## src/rtl/llinv_pkg.sv

```systemverilog
package llinv_pkg;
  typedef enum logic [1:0] {
    ST_IDLE   = 2'd0,
    ST_UNLINK = 2'd1,
    ST_WALK   = 2'd2,
    ST_GRANT  = 2'd3
  } llinv_state_e;
endpackage

```

## src/rtl/llinv_table.sv

```systemverilog
// Per-cache successor table: entry i describes cache ID i+1.
module llinv_table #(
  parameter int N_CACHE = 6,
  parameter int PTR_W   = $clog2(N_CACHE + 1)
) (
  input  logic             clk,
  input  logic             rst_n,
  input  logic [PTR_W-1:0] lk_id,
  output logic             lk_present,
  output logic [PTR_W-1:0] lk_next,
  output logic             pred_hit,
  output logic [PTR_W-1:0] pred_id,
  input  logic [PTR_W-1:0] cur_id,
  output logic [PTR_W-1:0] cur_next,
  input  logic             wa_en,
  input  logic [PTR_W-1:0] wa_idx,
  input  logic [PTR_W-1:0] wa_next,
  input  logic             wa_pres,
  input  logic             wb_en,
  input  logic [PTR_W-1:0] wb_idx,
  input  logic [PTR_W-1:0] wb_next,
  input  logic             wb_pres
);
  localparam logic [PTR_W-1:0] NULLP = '0;

  logic [PTR_W-1:0] nxt_q    [N_CACHE];
  logic [N_CACHE-1:0] pres_q;
  logic [PTR_W-1:0] nxt_d    [N_CACHE];
  logic [N_CACHE-1:0] pres_d;
  logic [N_CACHE-1:0] ent_we;
  logic [N_CACHE-1:0] pred_vec;

  for (genvar g = 0; g < N_CACHE; g++) begin : gen_ent
    localparam logic [PTR_W-1:0] ENT_ID = PTR_W'(g + 1);
    logic hit_a, hit_b;
    assign hit_a       = wa_en && (wa_idx == ENT_ID);
    assign hit_b       = wb_en && (wb_idx == ENT_ID);
    assign ent_we[g]   = hit_a || hit_b;
    assign nxt_d[g]    = hit_b ? wb_next : wa_next;
    assign pres_d[g]   = hit_b ? wb_pres : wa_pres;
    assign pred_vec[g] = pres_q[g] && (nxt_q[g] == lk_id) && (lk_id != NULLP);
  end

  always_ff @(posedge clk or negedge rst_n) begin
    if (!rst_n) begin
      pres_q <= '0;
      for (int i = 0; i < N_CACHE; i++) nxt_q[i] <= NULLP;
    end else begin
      for (int i = 0; i < N_CACHE; i++) begin
        if (ent_we[i]) begin
          nxt_q[i]  <= nxt_d[i];
          pres_q[i] <= pres_d[i];
        end
      end
    end
  end

  always_comb begin
    lk_present = 1'b0;
    lk_next    = NULLP;
    cur_next   = NULLP;
    pred_hit   = 1'b0;
    pred_id    = NULLP;
    for (int i = 0; i < N_CACHE; i++) begin
      if (PTR_W'(i + 1) == lk_id) begin
        lk_present = pres_q[i];
        lk_next    = nxt_q[i];
      end
      if (PTR_W'(i + 1) == cur_id) cur_next = nxt_q[i];
      if (pred_vec[i]) begin
        pred_hit = 1'b1;
        pred_id  = PTR_W'(i + 1);
      end
    end
  end

  // a splice never targets the entry being cleared
  p_ports_distinct_r5: assert property (@(posedge clk) disable iff (!rst_n)
    (wa_en && wb_en) |-> (wa_idx != wb_idx));
  // a well-formed chain has at most one predecessor per node
  p_single_pred_r5: assert property (@(posedge clk) disable iff (!rst_n)
    $onehot0(pred_vec));
endmodule

```

## src/rtl/llinv_ctrl.sv

```systemverilog
module llinv_ctrl
  import llinv_pkg::*;
#(
  parameter int N_CACHE = 6,
  parameter int PTR_W   = $clog2(N_CACHE + 1)
) (
  input  logic             clk,
  input  logic             rst_n,
  input  logic             req_valid,
  input  logic             req_write,
  input  logic [PTR_W-1:0] req_id,
  input  logic             ack_valid,
  output logic             busy,
  output logic             inv_valid,
  output logic [PTR_W-1:0] inv_id,
  output logic             ack_ready,
  output logic             grant_valid,
  output logic [PTR_W-1:0] grant_id,
  output logic [PTR_W-1:0] head_ptr,
  output logic [PTR_W-1:0] lk_id,
  input  logic             lk_present,
  input  logic [PTR_W-1:0] lk_next,
  input  logic             pred_hit,
  input  logic [PTR_W-1:0] pred_id,
  output logic [PTR_W-1:0] cur_id,
  input  logic [PTR_W-1:0] cur_next,
  output logic             wa_en,
  output logic [PTR_W-1:0] wa_idx,
  output logic [PTR_W-1:0] wa_next,
  output logic             wa_pres,
  output logic             wb_en,
  output logic [PTR_W-1:0] wb_idx,
  output logic [PTR_W-1:0] wb_next,
  output logic             wb_pres
);
  localparam logic [PTR_W-1:0] NULLP = '0;
  localparam logic [PTR_W-1:0] MAXID = PTR_W'(N_CACHE);

  llinv_state_e     state_q, state_d;
  logic [PTR_W-1:0] head_q, head_d;
  logic [PTR_W-1:0] wr_q, wr_d;
  logic [PTR_W-1:0] cur_q, cur_d;
  logic             id_ok;

  assign id_ok = (req_id != NULLP) && (req_id <= MAXID);
  assign lk_id = (state_q == ST_IDLE) ? req_id : wr_q;
  assign cur_id = cur_q;

  always_comb begin
    state_d = state_q;
    head_d  = head_q;
    wr_d    = wr_q;
    cur_d   = cur_q;
    wa_en = 1'b0; wa_idx = NULLP; wa_next = NULLP; wa_pres = 1'b0;
    wb_en = 1'b0; wb_idx = NULLP; wb_next = NULLP; wb_pres = 1'b0;
    unique case (state_q)
      ST_IDLE: begin
        if (req_valid && id_ok) begin
          if (req_write) begin
            wr_d    = req_id;
            state_d = ST_UNLINK;
          end else if (!lk_present) begin
            wa_en   = 1'b1;
            wa_idx  = req_id;
            wa_next = head_q;
            wa_pres = 1'b1;
            head_d  = req_id;
          end
        end
      end
      ST_UNLINK: begin
        cur_d = head_q;
        if (lk_present) begin
          wa_en  = 1'b1;
          wa_idx = wr_q;
          if (head_q == wr_q) begin
            cur_d = lk_next;
          end else if (pred_hit) begin
            wb_en   = 1'b1;
            wb_idx  = pred_id;
            wb_next = lk_next;
            wb_pres = 1'b1;
          end
        end
        head_d  = wr_q;
        state_d = ST_WALK;
      end
      ST_WALK: begin
        if (cur_q == NULLP) begin
          state_d = ST_GRANT;
        end else if (ack_valid) begin
          wa_en  = 1'b1;
          wa_idx = cur_q;
          cur_d  = cur_next;
          if (cur_next == NULLP) state_d = ST_GRANT;
        end
      end
      ST_GRANT: begin
        wa_en   = 1'b1;
        wa_idx  = wr_q;
        wa_pres = 1'b1;
        cur_d   = NULLP;
        state_d = ST_IDLE;
      end
      default: state_d = ST_IDLE;
    endcase
  end

  always_ff @(posedge clk or negedge rst_n) begin
    if (!rst_n) begin
      state_q <= ST_IDLE;
      head_q  <= NULLP;
      wr_q    <= NULLP;
      cur_q   <= NULLP;
    end else begin
      state_q <= state_d;
      head_q  <= head_d;
      wr_q    <= wr_d;
      cur_q   <= cur_d;
    end
  end

  assign busy        = (state_q != ST_IDLE);
  assign inv_valid   = (state_q == ST_WALK) && (cur_q != NULLP);
  assign inv_id      = cur_q;
  assign ack_ready   = inv_valid;
  assign grant_valid = (state_q == ST_GRANT);
  assign grant_id    = wr_q;
  assign head_ptr    = head_q;

  // an unacknowledged invalidate holds its target
  p_inv_hold_r7: assert property (@(posedge clk) disable iff (!rst_n)
    (inv_valid && !ack_valid) |=> (inv_valid && $stable(inv_id)));
  // grant is a single-cycle pulse
  p_grant_pulse_r8: assert property (@(posedge clk) disable iff (!rst_n)
    grant_valid |=> !grant_valid);
  // the writer holds the memory head pointer when granted
  p_head_writer_r8: assert property (@(posedge clk) disable iff (!rst_n)
    grant_valid |-> (head_ptr == grant_id));
  // the writer never receives its own invalidate
  p_inv_not_writer_r5: assert property (@(posedge clk) disable iff (!rst_n)
    inv_valid |-> (inv_id != wr_q));
  // busy drops only after a grant
  p_busy_ends_grant_r4: assert property (@(posedge clk) disable iff (!rst_n)
    $fell(busy) |-> $past(grant_valid));
endmodule

```

## src/rtl/llinv_seq.sv

```systemverilog
module llinv_seq #(
  parameter int N_CACHE = 6,
  parameter int PTR_W   = $clog2(N_CACHE + 1)
) (
  input  logic             clk,
  input  logic             rst_n,
  input  logic             req_valid,
  input  logic             req_write,
  input  logic [PTR_W-1:0] req_id,
  output logic             busy,
  output logic             inv_valid,
  output logic [PTR_W-1:0] inv_id,
  output logic             ack_ready,
  input  logic             ack_valid,
  output logic             grant_valid,
  output logic [PTR_W-1:0] grant_id,
  output logic [PTR_W-1:0] head_ptr
);
  logic [PTR_W-1:0] lk_id, lk_next, pred_id, cur_id, cur_next;
  logic             lk_present, pred_hit;
  logic             wa_en, wa_pres, wb_en, wb_pres;
  logic [PTR_W-1:0] wa_idx, wa_next, wb_idx, wb_next;

  llinv_table #(.N_CACHE(N_CACHE), .PTR_W(PTR_W)) u_table (
    .clk(clk), .rst_n(rst_n),
    .lk_id(lk_id), .lk_present(lk_present), .lk_next(lk_next),
    .pred_hit(pred_hit), .pred_id(pred_id),
    .cur_id(cur_id), .cur_next(cur_next),
    .wa_en(wa_en), .wa_idx(wa_idx), .wa_next(wa_next), .wa_pres(wa_pres),
    .wb_en(wb_en), .wb_idx(wb_idx), .wb_next(wb_next), .wb_pres(wb_pres)
  );

  llinv_ctrl #(.N_CACHE(N_CACHE), .PTR_W(PTR_W)) u_ctrl (
    .clk(clk), .rst_n(rst_n),
    .req_valid(req_valid), .req_write(req_write), .req_id(req_id),
    .ack_valid(ack_valid),
    .busy(busy), .inv_valid(inv_valid), .inv_id(inv_id),
    .ack_ready(ack_ready), .grant_valid(grant_valid), .grant_id(grant_id),
    .head_ptr(head_ptr),
    .lk_id(lk_id), .lk_present(lk_present), .lk_next(lk_next),
    .pred_hit(pred_hit), .pred_id(pred_id),
    .cur_id(cur_id), .cur_next(cur_next),
    .wa_en(wa_en), .wa_idx(wa_idx), .wa_next(wa_next), .wa_pres(wa_pres),
    .wb_en(wb_en), .wb_idx(wb_idx), .wb_next(wb_next), .wb_pres(wb_pres)
  );
endmodule

```

## config.mk

```make
export PLATFORM = sky130hd
export DESIGN_NAME = llinv_seq
export DESIGN_NICKNAME = d
export VERILOG_FILES = /design/src/rtl/llinv_pkg.sv /design/src/rtl/llinv_table.sv /design/src/rtl/llinv_ctrl.sv /design/src/rtl/llinv_seq.sv
export SDC_FILE = /design/constraint.sdc
export NUM_CORES = 1
export LEC_CHECK = 0
export BUFFER_PORTS_ARGS = -buffer_cell sky130_fd_sc_hd__buf_4
export CAP_MARGIN = 20
export CORE_ASPECT_RATIO = 1.2
export CORE_UTILIZATION = 50
export CTS_CLUSTER_SIZE = 28
export DETAILED_ROUTE_END_ITERATION = 8
export MAX_ROUTING_LAYER = met4
export PLACE_DENSITY_LB_ADDON = 0.15
export SYNTH_ARGS = -nofsm -noshare
export SYNTH_HDL_FRONTEND = slang
export SYNTH_SLANG_ARGS = --single-unit
```

## constraint.sdc

```tcl
create_clock -name clk -period 3.35 [get_ports clk]
set_clock_uncertainty 0.2 [all_clocks]
set_input_delay 0 -clock clk [delete_from_list [all_inputs] [get_ports clk]]
set_output_delay 0 -clock clk [all_outputs]
set_load 0.02 [all_outputs]
```

==> reports/results.ini <==
[outcome]
status=complete, no violations

[sta]
worst_slew_pin_slew_ns=0.522
finalCritPeriodShare_pct=97.4
fin_crit_ns=3.26
max_freq_ghz=0.306
whs_ns=0.00624
finalHoldViolCount=0
setup_viol=0
setup_ws_ns=0.0871
timing.slew.headroom_pct=64.8
slew_viol_final=0

[grt]
gr-total-overflow=0
grt_pass1_wl_mm=14.9
grt_pass1_vias=2894
antenna_found_initial=0
grt_max_degree=36
grt_use_total_pct=31.3

[pwr]
p_switching_mw=2.14
p_leak_nw=1.43
ir_worst_vdd_mv=0.594
combPwrFrac_pct=71.8
p_seq_share_pct=20.8
total_power_mw=4.13
swShare_pct=51.7
intPower_mw=2.00
p_clk_share_pct=7.4
powerDensity_mw_per_mm2=1100

[critical_path]
crit_arrival_ns=3.26
critPathMaxFanout=13
regToRegSetupSlack_ns=0.09
worstPathRequired_ns=3.35
endpoint_kind=flip-flop
worstSetupStartpointType=flip-flop
worst-setup-path-type=flip-flop to flip-flop

[cts]
cts_tree=done
cts.sinks=35
path_clk_slew_ns=0.08
cts-root-buf=clkbuf_8
numCtsBuffers=5
htreeDepth=2
clk_latency_ns=0.29
clk_path_buf_depth=2

[detailed_routing]
drt-wirelength-per-cell_um=19.6
firstDrtPassIters=5
ant_nets=0
via_per_inst=6.55
wirelength_mm=9.74
drc=0
drt_iter0_markers=299
vias=3260

[synthesis]
synth.area.mux_share_pct=9.15
synth_edf_count=0
ys_ff_latch=35
synth_compound_area_share_pct=27.0
synthCells=385
synth_top_area_share_pct=28.0
synthSimpleGateAreaFrac_pct=24.0
synth_top_family_by_area=compound AO/OA/AOI/OAI gates
synth-async-reset-ratio_pct=100
ys_warn_count=0
ys_types=54
synth_most_common_cell=dfrtp_1
netlist_area_mm2=0.00313
synth_nets=398
synth-main-ff-cell=dfrtp_1
synthAdderAreaFrac_pct=2.00
synthTopCellsByCount=dfrtp_1 (35), nand2_1 (28), nor2_1 (26), a21oi_1 (25), clkbuf_1 (24)
yosysTopAreaCell=dfrtp_1
synth_xor_area_share_pct=4.19
ys_seq_area_share_pct=28.0
yosys-top-cells-area=dfrtp_1 (28%), mux2i_1 (4.5%), xnor2_1 (4.2%)
syn_avg_cell_area_um2=8.14

[placement]
post_dp_cell_area_mm2=0.00352
io_buffers=20
dp_hpwl_mm=7.05
dp.cells=483
place_ws_ns=-0.0490
gp_congestion=0.931

[floorplanning]
die_w_um=74.3
initial_core_util_pct=51.8
core-area_mm2=0.00605
dieArea_mm2=0.00659
dieHeight_um=88.7
ios=21
row_count=31

[final_layout]
diodes=0
drive_above_1_share_pct=19.5
fin_nets=428
fillers=543
final_cell_area_mm2=0.00375
area_delta_synth_final_pct=19.6
finalNonFillerCells=498

[job]
maxCapViolCount=0

[hold_path]
min_path_type=primary input to async pin

## worst max-delay path, stage by stage (launching register included)
cell,delay [ns]
dfrtp_1,0.40
inv_2,0.10
ha_4,0.16
buf_4,0.19
mux2i_4,0.31
nand4_1,0.24
o311ai_4,0.19
buf_4,0.20
o211ai_1,0.13
and2_1,0.27
buf_12,0.19
or4b_1,0.50
o211ai_1,0.09
## through the flow
step | TNS [ns] | util, %
after CTS | 0 | 60.9
after global routing | -0.00292 | 61.9
after floorplan | 0 | -
final | 0 | 61.9
after global placement | 0 | 58.3
after detailed placement | -0.0490 | 58.3
## final cells by class
class                   instances  area, um^2  share of cell area, %
repair buffers                 56         504                   13.5
clock buffers                   6        72.6                   1.94
flip-flops and latches         35         876                   23.4
inverters                      10        37.5                   1.00
clock inverters                 2        12.5                  0.334
well taps                      82         103                   2.74
multi-input cells             307        2140                   57.2
## worst paths after layout
check,start,to,cells past startpoint
worst max register to register,u_ctrl.state_q[0],u_table.nxt_q[10],12
worst min-delay path,rst_n,u_ctrl.state_q[1],2
max in group asynchronous,rst_n,u_table.nxt_q[17],2
worst max-delay path,u_ctrl.state_q[0],u_table.nxt_q[10],12
worst min register to register,u_table.pres_q[2],u_table.pres_q[2],2
min in group clk,req_write,u_ctrl.state_q[0],3
## kinds of logic (layout without fill, tap and decap cells)
group	after synthesis	after routing
simple gates	138	138
buf+inv	43	74
compound gates	124	124
fa+ha+maj	5	5
xor+xnor	15	15
flops	35	35
mux	25	25
## flip-flops by register name, indices dropped and copies added, names as in the netlist
register	flops
u_ctrl.cur_id	3
u_ctrl.grant_id	3
u_ctrl.head_ptr	3
u_ctrl.state_q	2
u_table.nxt_q	18
u_table.pres_q	6
## power by group through the flow
| stage | Clock, mW | Combinational, mW | Sequential (mW) |
|---|---|---|---|
| after floorplan | 0 | 1.84 | 0.811 |
| after global placement | 0 | 2.76 | 0.847 |
| after detailed placement | 0 | 2.80 | 0.852 |
| after CTS | 0.311 | 2.85 | 0.842 |
| after global routing | 0.333 | 3.19 | 0.874 |
| final | 0.307 | 2.97 | 0.859 |
## placed cells by master, fill, tap and decap left out, types with 15 or more instances in the layout
master    n
a21oi_1  25
a31oi_1  19
buf_4    43
dfrtp_1  35
nand2_1  27
nand3_1  16
nand4_1  17
nor2_1   26
o21ai_0  18
xnor2_1  15
## what timing repair did
action                                  in CTS  in global routing
gates resized for setup                      1                 16
endpoints found under the hold margin       41                  0
endpoints found under the setup margin       4                 22
pin swaps                                    0                  3
hold buffers                                 7                  0
setup buffers                                0                  0
## layer usage
layer / wire [um] / track usage (%) / vias up
met3: 658 / 4.44 / 24
met4: 235 / 10.1 / 0
li1: - / - / 1538
met2: 4530 / 48.3 / 116
met5: 0 / - / -
met1: 4320 / 42.2 / 1582
No activity file was read; power rests on OpenSTA's default activity.
